===== config.mk =====
export PLATFORM = sky130hd
export DESIGN_NAME = bridge_fwd_decoder
export DESIGN_NICKNAME = d
export VERILOG_FILES = /design/src/rtl/bfd_pkg.sv /design/src/rtl/bfd_cfg_regs.sv /design/src/rtl/bfd_fwd_decode.sv /design/src/rtl/bfd_err_policy.sv /design/src/rtl/bridge_fwd_decoder.sv
export SDC_FILE = /design/constraint.sdc
export NUM_CORES = 1
export LEC_CHECK = 0
export CORE_ASPECT_RATIO = 1.1
export CORE_UTILIZATION = 45
export DETAILED_ROUTE_END_ITERATION = 8
export GPL_ROUTABILITY_DRIVEN = 0
export PLACE_DENSITY_LB_ADDON = 0.05
export SYNTH_ARGS = -nofsm -noshare
export SYNTH_HDL_FRONTEND = slang
export SYNTH_HIERARCHICAL = 1
export SYNTH_SLANG_ARGS = --single-unit

===== constraint.sdc =====
create_clock -name clk -period 2.3 [get_ports clk]
set_clock_uncertainty 0.05 [all_clocks]
set_input_delay 0.345 -clock clk [delete_from_list [all_inputs] [get_ports clk]]
set_output_delay 0.345 -clock clk [all_outputs]
set_load 0.01 [all_outputs]

===== src/rtl/bfd_pkg.sv =====
package bfd_pkg;

  localparam int CTRL_W = 6;

  typedef struct packed {
    logic ma_mode;    // bit 5
    logic rsvd;       // bit 4, reads 0
    logic vga_en;     // bit 3
    logic isa_en;     // bit 2
    logic serr_fwd;   // bit 1
    logic par_resp;   // bit 0
  } ctrl_t;

endpackage


===== src/rtl/bfd_cfg_regs.sv =====
module bfd_cfg_regs
  import bfd_pkg::*;
#(
  parameter int AW = 32
) (
  input  logic                clk,
  input  logic                rst_n,
  input  logic                ctrl_we,
  input  logic [CTRL_W-1:0]   ctrl_wdata,
  input  logic                win_we,
  input  logic [AW-1:0]       win_base,
  input  logic [AW-1:0]       win_limit,
  output ctrl_t               ctrl_q,
  output logic [AW-1:0]       base_q,
  output logic [AW-1:0]       limit_q
);

  ctrl_t         ctrl_d;
  logic [AW-1:0] base_d;
  logic [AW-1:0] limit_d;

  always_comb begin
    ctrl_d      = ctrl_q;
    if (ctrl_we) begin
      ctrl_d      = ctrl_t'(ctrl_wdata);
      ctrl_d.rsvd = 1'b0;
    end
  end

  always_comb begin
    base_d  = base_q;
    limit_d = limit_q;
    if (win_we) begin
      base_d  = win_base;
      limit_d = win_limit;
    end
  end

  always_ff @(posedge clk or negedge rst_n) begin
    if (!rst_n) begin
      ctrl_q <= '0;
    end else if (ctrl_we) begin
      ctrl_q <= ctrl_d;
    end
  end

  always_ff @(posedge clk or negedge rst_n) begin
    if (!rst_n) begin
      base_q  <= '1;
      limit_q <= '0;
    end else if (win_we) begin
      base_q  <= base_d;
      limit_q <= limit_d;
    end
  end

endmodule


===== src/rtl/bfd_fwd_decode.sv =====
module bfd_fwd_decode #(
  parameter int AW        = 32,
  parameter int ISA_SPAN  = 'h10000,
  parameter int VGA_M_LO  = 'hA0000,
  parameter int VGA_M_HI  = 'hBFFFF
) (
  input  logic          clk,
  input  logic          rst_n,
  input  logic          isa_en,
  input  logic          vga_en,
  input  logic [AW-1:0] base_q,
  input  logic [AW-1:0] limit_q,
  input  logic          txn_valid,
  input  logic [AW-1:0] txn_addr,
  input  logic          txn_is_io,
  input  logic          txn_from_sec,
  output logic          dec_valid,
  output logic          fwd_down,
  output logic          fwd_up
);

  localparam int LOW_W = 10;
  localparam logic [LOW_W-1:0] VIO_A_LO = LOW_W'('h3B0);
  localparam logic [LOW_W-1:0] VIO_A_HI = LOW_W'('h3BB);
  localparam logic [LOW_W-1:0] VIO_B_LO = LOW_W'('h3C0);
  localparam logic [LOW_W-1:0] VIO_B_HI = LOW_W'('h3DF);

  logic [LOW_W-1:0] low_bits;
  logic             in_window;
  logic             below_isa;
  logic             isa_hole;
  logic             vga_io_hit;
  logic             vga_mem_hit;
  logic             down_claim;
  logic             valid_d, down_d, up_d;
  logic             flag_en;

  assign low_bits = txn_addr[LOW_W-1:0];

  // Address space smaller than the legacy span: everything is below it.
  generate
    if (AW > $clog2(ISA_SPAN)) begin : g_wide
      assign below_isa = (txn_addr < AW'(ISA_SPAN));
    end else begin : g_narrow
      assign below_isa = 1'b1;
    end
  endgenerate

  generate
    if (AW > $clog2(VGA_M_HI)) begin : g_vmem
      assign vga_mem_hit = vga_en && (txn_addr >= AW'(VGA_M_LO))
                                  && (txn_addr <= AW'(VGA_M_HI));
    end else begin : g_no_vmem
      assign vga_mem_hit = 1'b0;
    end
  endgenerate

  always_comb begin
    in_window  = (txn_addr >= base_q) && (txn_addr <= limit_q);
    isa_hole   = isa_en && below_isa && (low_bits[9:8] != 2'b00);
    vga_io_hit = vga_en &&
                 (((low_bits >= VIO_A_LO) && (low_bits <= VIO_A_HI)) ||
                  ((low_bits >= VIO_B_LO) && (low_bits <= VIO_B_HI)));
    if (txn_is_io) begin
      down_claim = vga_io_hit || (in_window && !isa_hole);
    end else begin
      down_claim = vga_mem_hit;
    end
  end

  always_comb begin
    valid_d = txn_valid;
    down_d  = txn_valid && !txn_from_sec && down_claim;
    up_d    = txn_valid &&  txn_from_sec && !down_claim;
    flag_en = txn_valid || dec_valid;
  end

  always_ff @(posedge clk or negedge rst_n) begin
    if (!rst_n) begin
      dec_valid <= 1'b0;
    end else begin
      dec_valid <= valid_d;
    end
  end

  always_ff @(posedge clk or negedge rst_n) begin
    if (!rst_n) begin
      fwd_down <= 1'b0;
      fwd_up   <= 1'b0;
    end else if (flag_en) begin
      fwd_down <= down_d;
      fwd_up   <= up_d;
    end
  end

endmodule


===== src/rtl/bfd_err_policy.sv =====
module bfd_err_policy (
  input  logic ma_mode,
  input  logic serr_fwd,
  input  logic par_resp,
  input  logic sec_ma,
  input  logic sec_ma_read,
  input  logic pri_serr_en,
  input  logic sec_serr,
  input  logic sec_perr,
  output logic ma_fill_ones,
  output logic ma_drop_write,
  output logic ma_target_abort,
  output logic pri_serr,
  output logic perr_report
);

  logic hide_ma;
  logic serr_from_ma;
  logic serr_from_sec;

  always_comb begin
    hide_ma         = sec_ma && !ma_mode;
    ma_fill_ones    = hide_ma && sec_ma_read;
    ma_drop_write   = hide_ma && !sec_ma_read;
    ma_target_abort = sec_ma && ma_mode;
    serr_from_ma    = ma_target_abort && pri_serr_en;
    serr_from_sec   = sec_serr && serr_fwd;
    pri_serr        = serr_from_ma || serr_from_sec;
    perr_report     = sec_perr && par_resp;
  end

endmodule


===== src/rtl/bridge_fwd_decoder.sv =====
module bridge_fwd_decoder
  import bfd_pkg::*;
#(
  parameter int AW = 32
) (
  input  logic              clk,
  input  logic              rst_n,
  input  logic              ctrl_we,
  input  logic [CTRL_W-1:0] ctrl_wdata,
  output logic [CTRL_W-1:0] ctrl_rdata,
  input  logic              win_we,
  input  logic [AW-1:0]     win_base,
  input  logic [AW-1:0]     win_limit,
  input  logic              txn_valid,
  input  logic [AW-1:0]     txn_addr,
  input  logic              txn_is_io,
  input  logic              txn_from_sec,
  output logic              dec_valid,
  output logic              fwd_down,
  output logic              fwd_up,
  input  logic              sec_ma,
  input  logic              sec_ma_read,
  input  logic              pri_serr_en,
  input  logic              sec_serr,
  input  logic              sec_perr,
  output logic              ma_fill_ones,
  output logic              ma_drop_write,
  output logic              ma_target_abort,
  output logic              pri_serr,
  output logic              perr_report
);

  ctrl_t         ctrl_q;
  logic [AW-1:0] base_q;
  logic [AW-1:0] limit_q;

  bfd_cfg_regs #(.AW(AW)) i_regs (
    .clk        (clk),
    .rst_n      (rst_n),
    .ctrl_we    (ctrl_we),
    .ctrl_wdata (ctrl_wdata),
    .win_we     (win_we),
    .win_base   (win_base),
    .win_limit  (win_limit),
    .ctrl_q     (ctrl_q),
    .base_q     (base_q),
    .limit_q    (limit_q)
  );

  assign ctrl_rdata = ctrl_q;

  bfd_fwd_decode #(.AW(AW)) i_decode (
    .clk          (clk),
    .rst_n        (rst_n),
    .isa_en       (ctrl_q.isa_en),
    .vga_en       (ctrl_q.vga_en),
    .base_q       (base_q),
    .limit_q      (limit_q),
    .txn_valid    (txn_valid),
    .txn_addr     (txn_addr),
    .txn_is_io    (txn_is_io),
    .txn_from_sec (txn_from_sec),
    .dec_valid    (dec_valid),
    .fwd_down     (fwd_down),
    .fwd_up       (fwd_up)
  );

  bfd_err_policy i_err (
    .ma_mode         (ctrl_q.ma_mode),
    .serr_fwd        (ctrl_q.serr_fwd),
    .par_resp        (ctrl_q.par_resp),
    .sec_ma          (sec_ma),
    .sec_ma_read     (sec_ma_read),
    .pri_serr_en     (pri_serr_en),
    .sec_serr        (sec_serr),
    .sec_perr        (sec_perr),
    .ma_fill_ones    (ma_fill_ones),
    .ma_drop_write   (ma_drop_write),
    .ma_target_abort (ma_target_abort),
    .pri_serr        (pri_serr),
    .perr_report     (perr_report)
  );

endmodule


==> results of run 1 <==
-- area by class of cell --
type	instances	share of cell area
multi-input cells	261	0.391
flip-flops and latches	72	0.265
repair buffers	174	0.237
clock buffers	13	0.0360
inverters	65	0.0351
well taps	143	0.0258
clock inverters	3	0.00937
-- synth_stat cells, types with 2 or more instances --
master / instances / share of area
a21o_1: 3 / 0.0047
a21oi_1: 26 / 0.027
a32o_1: 2 / 0.0042
and4_1: 4 / 0.0073
buf_12: 6 / 0.025
dfrtp_1: 40 / 0.21
dfstp_2: 32 / 0.18
ha_1: 64 / 0.17
inv_1: 65 / 0.051
mux2_2: 9 / 0.021
mux2_4: 60 / 0.19
nand2_1: 20 / 0.016
nand3_1: 3 / 0.0031
nand4_1: 9 / 0.012
nor2_1: 6 / 0.0047
nor2b_1: 4 / 0.0052
nor3_1: 2 / 0.0021
nor4_1: 4 / 0.0052
nor4bb_1: 2 / 0.0042
o21ai_0: 15 / 0.016
o31ai_1: 2 / 0.0031
-- final timing paths --
check	from	to	slack, ps	cells past startpoint
min	i_decode/fwd_down$_DFFE_PN0P_	i_decode/fwd_down$_DFFE_PN0P_	460	1
min in group asynchronous	rst_n	i_regs/limit_q[29]$_DFFE_PN0P_	530	3
max in group asynchronous	rst_n	i_regs/base_q[20]$_DFFE_PN1P_	1310	3
max	txn_addr[1]	i_decode/fwd_down$_DFFE_PN0P_	-70	9
min reg2reg	i_decode/fwd_down$_DFFE_PN0P_	i_decode/fwd_down$_DFFE_PN0P_	460	1
max reg2reg	i_regs/base_q[0]$_DFFE_PN1P_	i_decode/fwd_down$_DFFE_PN0P_	-60	8
-- placed cells by master (no fill, tap or decap), drive strengths merged, types with 2 or more instances in the layout --
cell type / count
a21oi: 26
o21ai: 16
nor4bb: 2
and4: 4
buf: 50
a21o: 3
clkbuf: 13
nor4: 5
ha: 64
bufinv: 2
nand2: 20
nand3: 3
dfrtp: 40
a32o: 2
mux2: 69
dlygate4sd2: 6
dfstp: 32
a221oi: 2
nand2b: 2
o31ai: 2
inv: 65
nand4: 9
or3: 2
nor2: 6
nor3: 2
and2: 2
nor2b: 4
clkdlybuf4s50: 116
-- power breakdown --
| part | leakage (nW) | total, mW | switching [mW] | internal, mW |
|---|---|---|---|---|
| clock network | 0.154 | 1.49 | 0.511 | 0.978 |
| registers | 0.807 | 1.51 | 0.0749 | 1.44 |
| logic | 2.38 | 1.09 | 0.430 | 0.658 |
-- per-stage QoR --
stage / hold WS, ps / utilization / instances
after CTS: 460 / 0.664 / 731
final: 456 / 0.668 / 731
after global placement: 351 / 0.622 / 712
after detailed placement: 358 / 0.622 / 712
after floorplan: -0.591 / - / 406
after global routing: 470 / 0.668 / 731
-- layer usage --
layer | GRT usage | up-vias
li1 | - | 1793
met1 | 0.249 | 1715
met2 | 0.368 | 77
met3 | 0.0271 | 12
met4 | 0.0901 | 0
met5 | 0 | -
-- cell families after synthesis --
family,count (synthesis),synth area share
other,1,0.000782
AOI/OAI and AO/OA,61,0.0793
DFF,72,0.384
muxes,69,0.209
and+or+nand+nor,66,0.0806
adders and majority gates,64,0.167
buffers and inverters,73,0.0798
-- state kept, by name, summed over array words and instances (netlist names) --
register            cells
i_regs/ctrl_q           5
i_regs/base_q          32
i_decode/fwd_down       1
i_decode/fwd_up         1
i_regs/limit_q         32
i_decode/dec_valid      1
-- timing repair --
item,in CTS,in global routing
pin swaps,21,7
hold buffers,1,0
hold endpoints to repair,2,0
resized for setup,23,9
endpoints found under the setup margin,2,2
buffers inserted,2,0
==> impl_metrics.json, run 1 <==
{
  "cts_buffers": 9,
  "wirelength_um": 11000,
  "synth_edf_count": 0,
  "dpl_cell_area_um2": 6460,
  "nets": 761,
  "failed_checks": "negative setup slack",
  "synthesis.area_um2": 4800,
  "diodes": 0,
  "finalWorstSetupSlack_ps": -73.9,
  "antenna_left": 0,
  "fin_total_pwr_mw": 4.09,
  "critPathRequiredTime_ps": 2520,
  "first_pass_iters": 6,
  "outcome": "finished with violations",
  "async_flop_share": 1.00,
  "syn_to_final_growth_pct": 44.7,
  "cts_buffer_depth": 2,
  "route.met3.wl_um": 390,
  "grt_pass1_wl_um": 17300,
  "setup_viol": 2,
  "vias_per_cell": 4.92,
  "drtIter0Drc": 87,
  "power_density_nw_per_um2": 589,
  "cpMostUsedCell": "o31ai_2",
  "num-fill-cells": 842,
  "irDropWorstVdd_uv": 305,
  "slowest_stage": "clkdlybuf4s50_1",
  "pin_count": 128,
  "worstSetupPathType": "input port to flop",
  "path_delay_family": "compound AO/OA/AOI/OAI gates",
  "initial_core_util": 0.462,
  "io_buffers": 125,
  "die_area_um2": 11100,
  "die_w_um": 100,
  "drv_slew": 0,
  "wl_met1_um": 4910,
  "crit_buf_inv": 1,
  "antenna_found_initial": 0,
  "ys_seq_area_frac": 0.384,
  "grt_pass1_vias": 3688,
  "dpl.hpwl_um": 8570,
  "grt_use_total": 0.206,
  "seq_area_um2": 1840,
  "ys_ff_latch": 72,
  "top_layer_used": "met4",
  "syn_inst": 406,
  "multi_input_area_um2": 2720,
  "final_hold_viol_count": 0,
  "path_clk_slew_ps": 50,
  "htreeDepth": 3,
  "finalCriticalPeriod_ps": 2370,
  "hold_class": "flop to flop",
  "max_stage_delay_ps": 480,
  "cts-root-buf": "clkbuf_16",
  "worstPathArrival_ps": 2590,
  "syn_avg_cell_area_um2": 11.8,
  "fp-row-count": 39,
  "wl_met2_um": 5520,
  "synth.net_count": 584,
  "cp-end-kind": "flop",
  "fmax_mhz": 421,
  "final_area_um2": 6940,
  "setup_tns_ps": -125,
  "die_h_um": 110,
  "period_share": 1.03,
  "pre_cts_ws_ps": -634,
  "synthFlopType": "dfrtp_1",
  "drv_cap": 0,
  "grt_max_degree": 73,
  "drive_above_1_share": 0.321,
  "cp-start-kind": "input port",
  "path_max_fanout": 2,
  "core_area_um2": 10400,
  "crit_chain": "clkdlybuf4s50_1 > ha_1 > nor2b_1 > o211ai_1 > a21oi_2 > o31ai_2 > a32oi_1 > o31ai_2 > a32o_1",
  "grt_setup_unrepaired": "true",
  "gr-total-overflow": 0,
  "wl_per_cell_um": 15.1,
  "clock-sinks": 72,
  "clock_latency_ps": 330,
  "yosysWarnings": 6,
  "cts_tree": "done",
  "drc": 0,
  "total_leakage_power_nw": 3.34,
  "route.vias.total": 3597,
  "synth.distinct_cells": 49
}
Power figures use the tool's default switching activity.
==> run 2: changes to the inputs <==
==> constraint.sdc (replaced) <==
create_clock -name clk -period 2.3 [get_ports clk]
set_clock_uncertainty 0.05 [all_clocks]
set_input_delay 0.46 -clock clk [delete_from_list [all_inputs] [get_ports clk]]
set_output_delay 0.46 -clock clk [all_outputs]
set_load 0.01 [all_outputs]
==> run 2 against run 1 <==
  * The flow still finishes with violations (negative setup slack)
  * Sequential share of layout area decreased by 0.53 points
  * Clock-buffer cell count unchanged
  * Combinational power increased by 6%
  * Power fell by 3.6%
  * Via count increased by 2.2%
  * Routed wire length rose by 6.5%
  * Highest routed layer unchanged
==> impl_metrics.json, run 2 (synthesis results as in run 1) <==
{
  "path_clk_slew_ps": 60,
  "clock_latency_ps": 330,
  "setup_viol": 2,
  "largestRegisters": "i_regs/base_q (32), i_regs/limit_q (32), i_regs/ctrl_q (5)",
  "grt_pass1_vias": 3769,
  "die_w_um": 100,
  "drc": 0,
  "wl_per_cell_um": 15.8,
  "core_area_um2": 10400,
  "failed_checks": "negative setup slack",
  "dpl_cell_area_um2": 6470,
  "cpMostUsedCell": "buf_4",
  "period_share": 1.05,
  "p_sw_mw": 1.06,
  "cts_buffers": 9,
  "cp-end-kind": "flop",
  "initial_core_util": 0.462,
  "finalCriticalPeriod_ps": 2430,
  "wirelength_um": 11700,
  "irDropWorstVdd_uv": 274,
  "grt_setup_unrepaired": "true",
  "antenna_left": 0,
  "crit_cells": 11,
  "grt_use_total": 0.214,
  "num-fill-cells": 848,
  "grt_max_degree": 73,
  "intPower_mw": 2.88,
  "pwr-share-comb": 0.292,
  "drv_slew": 0,
  "cts_tree": "done",
  "outcome": "finished with violations",
  "worstPathArrival_ps": 2590,
  "grt_util_met3": 0.0410,
  "fin_total_pwr_mw": 3.94,
  "fmax_mhz": 412,
  "diodes": 0,
  "route.vias.total": 3677,
  "worstSetupPathType": "input port to flop",
  "drv_cap": 0,
  "r2r_cells": 10,
  "antenna_found_initial": 0,
  "syn_to_final_growth_pct": 47.7,
  "clock-sinks": 72,
  "io_buffers": 125,
  "cp-start-kind": "input port",
  "cts-root-buf": "clkbuf_16",
  "critPathRequiredTime_ps": 2470,
  "crit_chain": "dlygate4sd2_1 > ha_4 > nand4_1 > buf_4 > nor4_4 > o311ai_1 > o21ai_1 > a32oi_1 > o31ai_2 > buf_4 > o21ai_2",
  "seq_area_um2": 1840,
  "multi_input_area_um2": 2830,
  "use_met1": 0.262,
  "vias_per_cell": 4.95,
  "gr-total-overflow": 0,
  "die_area_um2": 11100,
  "p_sw_frac": 0.269,
  "htreeDepth": 3,
  "dpl.hpwl_um": 8570,
  "total_leakage_power_nw": 3.46,
  "final_common_cell": "clkdlybuf4s50_1",
  "pin_count": 128,
  "cts_buffer_depth": 2,
  "crit_buf_inv": 3,
  "fp-row-count": 39,
  "finalWorstSetupSlack_ps": -126,
  "drtIter0Drc": 81,
  "first_pass_iters": 4,
  "drive_above_1_share": 0.363,
  "hold_class": "input port to async pin",
  "final_hold_viol_count": 0,
  "path_max_fanout": 4,
  "grt_most_used_layer": "met2",
  "pwr-share-seq": 0.384,
  "use_met2": 0.388,
  "pwr-share-clk": 0.324,
  "final_area_um2": 7090,
  "die_h_um": 110,
  "power_density_nw_per_um2": 557,
  "grt_pass1_wl_um": 18200,
  "slowest_stage": "o31ai_2",
  "path_delay_family": "compound AO/OA/AOI/OAI gates",
  "nets": 773,
  "layout_common_cells": "clkdlybuf4s50_1 (91), mux2_4 (60), inv_1 (59), buf_4 (59), ha_1 (51)",
  "max_stage_delay_ps": 320
}
-- run 2: stage by stage --
| stage | util | std cells | hold WS, ps | setup TNS, ps | worst slack (ps) |
|---|---|---|---|---|---|
| 2_1_floorplan | - | 406 | 114 | 0 | 42.3 |
| 3_3_place_gp | 0.623 | 713 | 431 | -1240 | -621 |
| 3_5_place_dp | 0.623 | 713 | 438 | -1470 | -747 |
| 4_1_cts | 0.667 | 734 | 122 | -208 | -136 |
| 5_1_grt | 0.682 | 743 | 141 | -464 | -234 |
| 6_report | 0.682 | 743 | 109 | -249 | -126 |
-- run 2: power groups by stage --
stage	registers, mW	logic, mW	clock network, mW
after CTS	1.51	1.10	1.31
after floorplan	1.51	0.567	0
after global placement	1.53	1.02	0
final	1.51	1.15	1.28
after detailed placement	1.53	1.04	0
after global routing	1.53	1.27	1.38
-- run 2: path summary, 6_finish.rpt --
| path | from | slack (ps) | end |
|---|---|---|---|
| min in group clk | i_regs/limit_q[4]$_DFFE_PN0P_ | 460 | i_regs/limit_q[4]$_DFFE_PN0P_ |
| hold / removal | rst_n | 110 | i_regs/limit_q[29]$_DFFE_PN0P_ |
| hold reg to reg | i_regs/limit_q[4]$_DFFE_PN0P_ | 460 | i_regs/limit_q[4]$_DFFE_PN0P_ |
| max in group asynchronous | rst_n | 1740 | i_regs/base_q[9]$_DFFE_PN1P_ |
| setup reg to reg | i_regs/limit_q[11]$_DFFE_PN0P_ | -120 | i_decode/fwd_up$_DFFE_PN0P_ |
| setup / recovery | txn_addr[13] | -130 | i_decode/fwd_up$_DFFE_PN0P_ |
-- run 2: worst reg2reg max path, cell delays in order (launching register included) --
cell and delay, ps:
dfrtp_1 370, inv_1 60, ha_1 310, nand4_1 150, nor2_1 70, a221o_1 350
o31ai_2 280, a32oi_1 150, o31ai_2 320, buf_4 170, o21ai_2 40
-- run 2: layout make-up --
type / instances / share of cell area
clock buffers: 13 / 0.0353
clock inverters: 3 / 0.00247
inverters: 65 / 0.0344
multi-input cells: 261 / 0.400
flip-flops and latches: 72 / 0.260
well taps: 143 / 0.0253
repair buffers: 186 / 0.243
-- run 2: layer usage --
metal / up-vias / share of wire
met1: 1777 / 0.44
met3: 8 / 0.032
li1: 1812 / -
met4: 0 / 0.011
met5: - / 0
met2: 80 / 0.52
-- run 2: timing repair --
action	4_1_cts	5_1_grt
pin swaps	39	19
gates resized for setup	58	22
endpoints found under the setup margin	2	3
hold buffers	0	0
setup buffers	5	9
==> run 3: changes to the inputs <==
Settings changed: SLEW_MARGIN from default to 20.
==> results of run 3 <==
Final layout, timing and power as in run 2 (identical DEF).
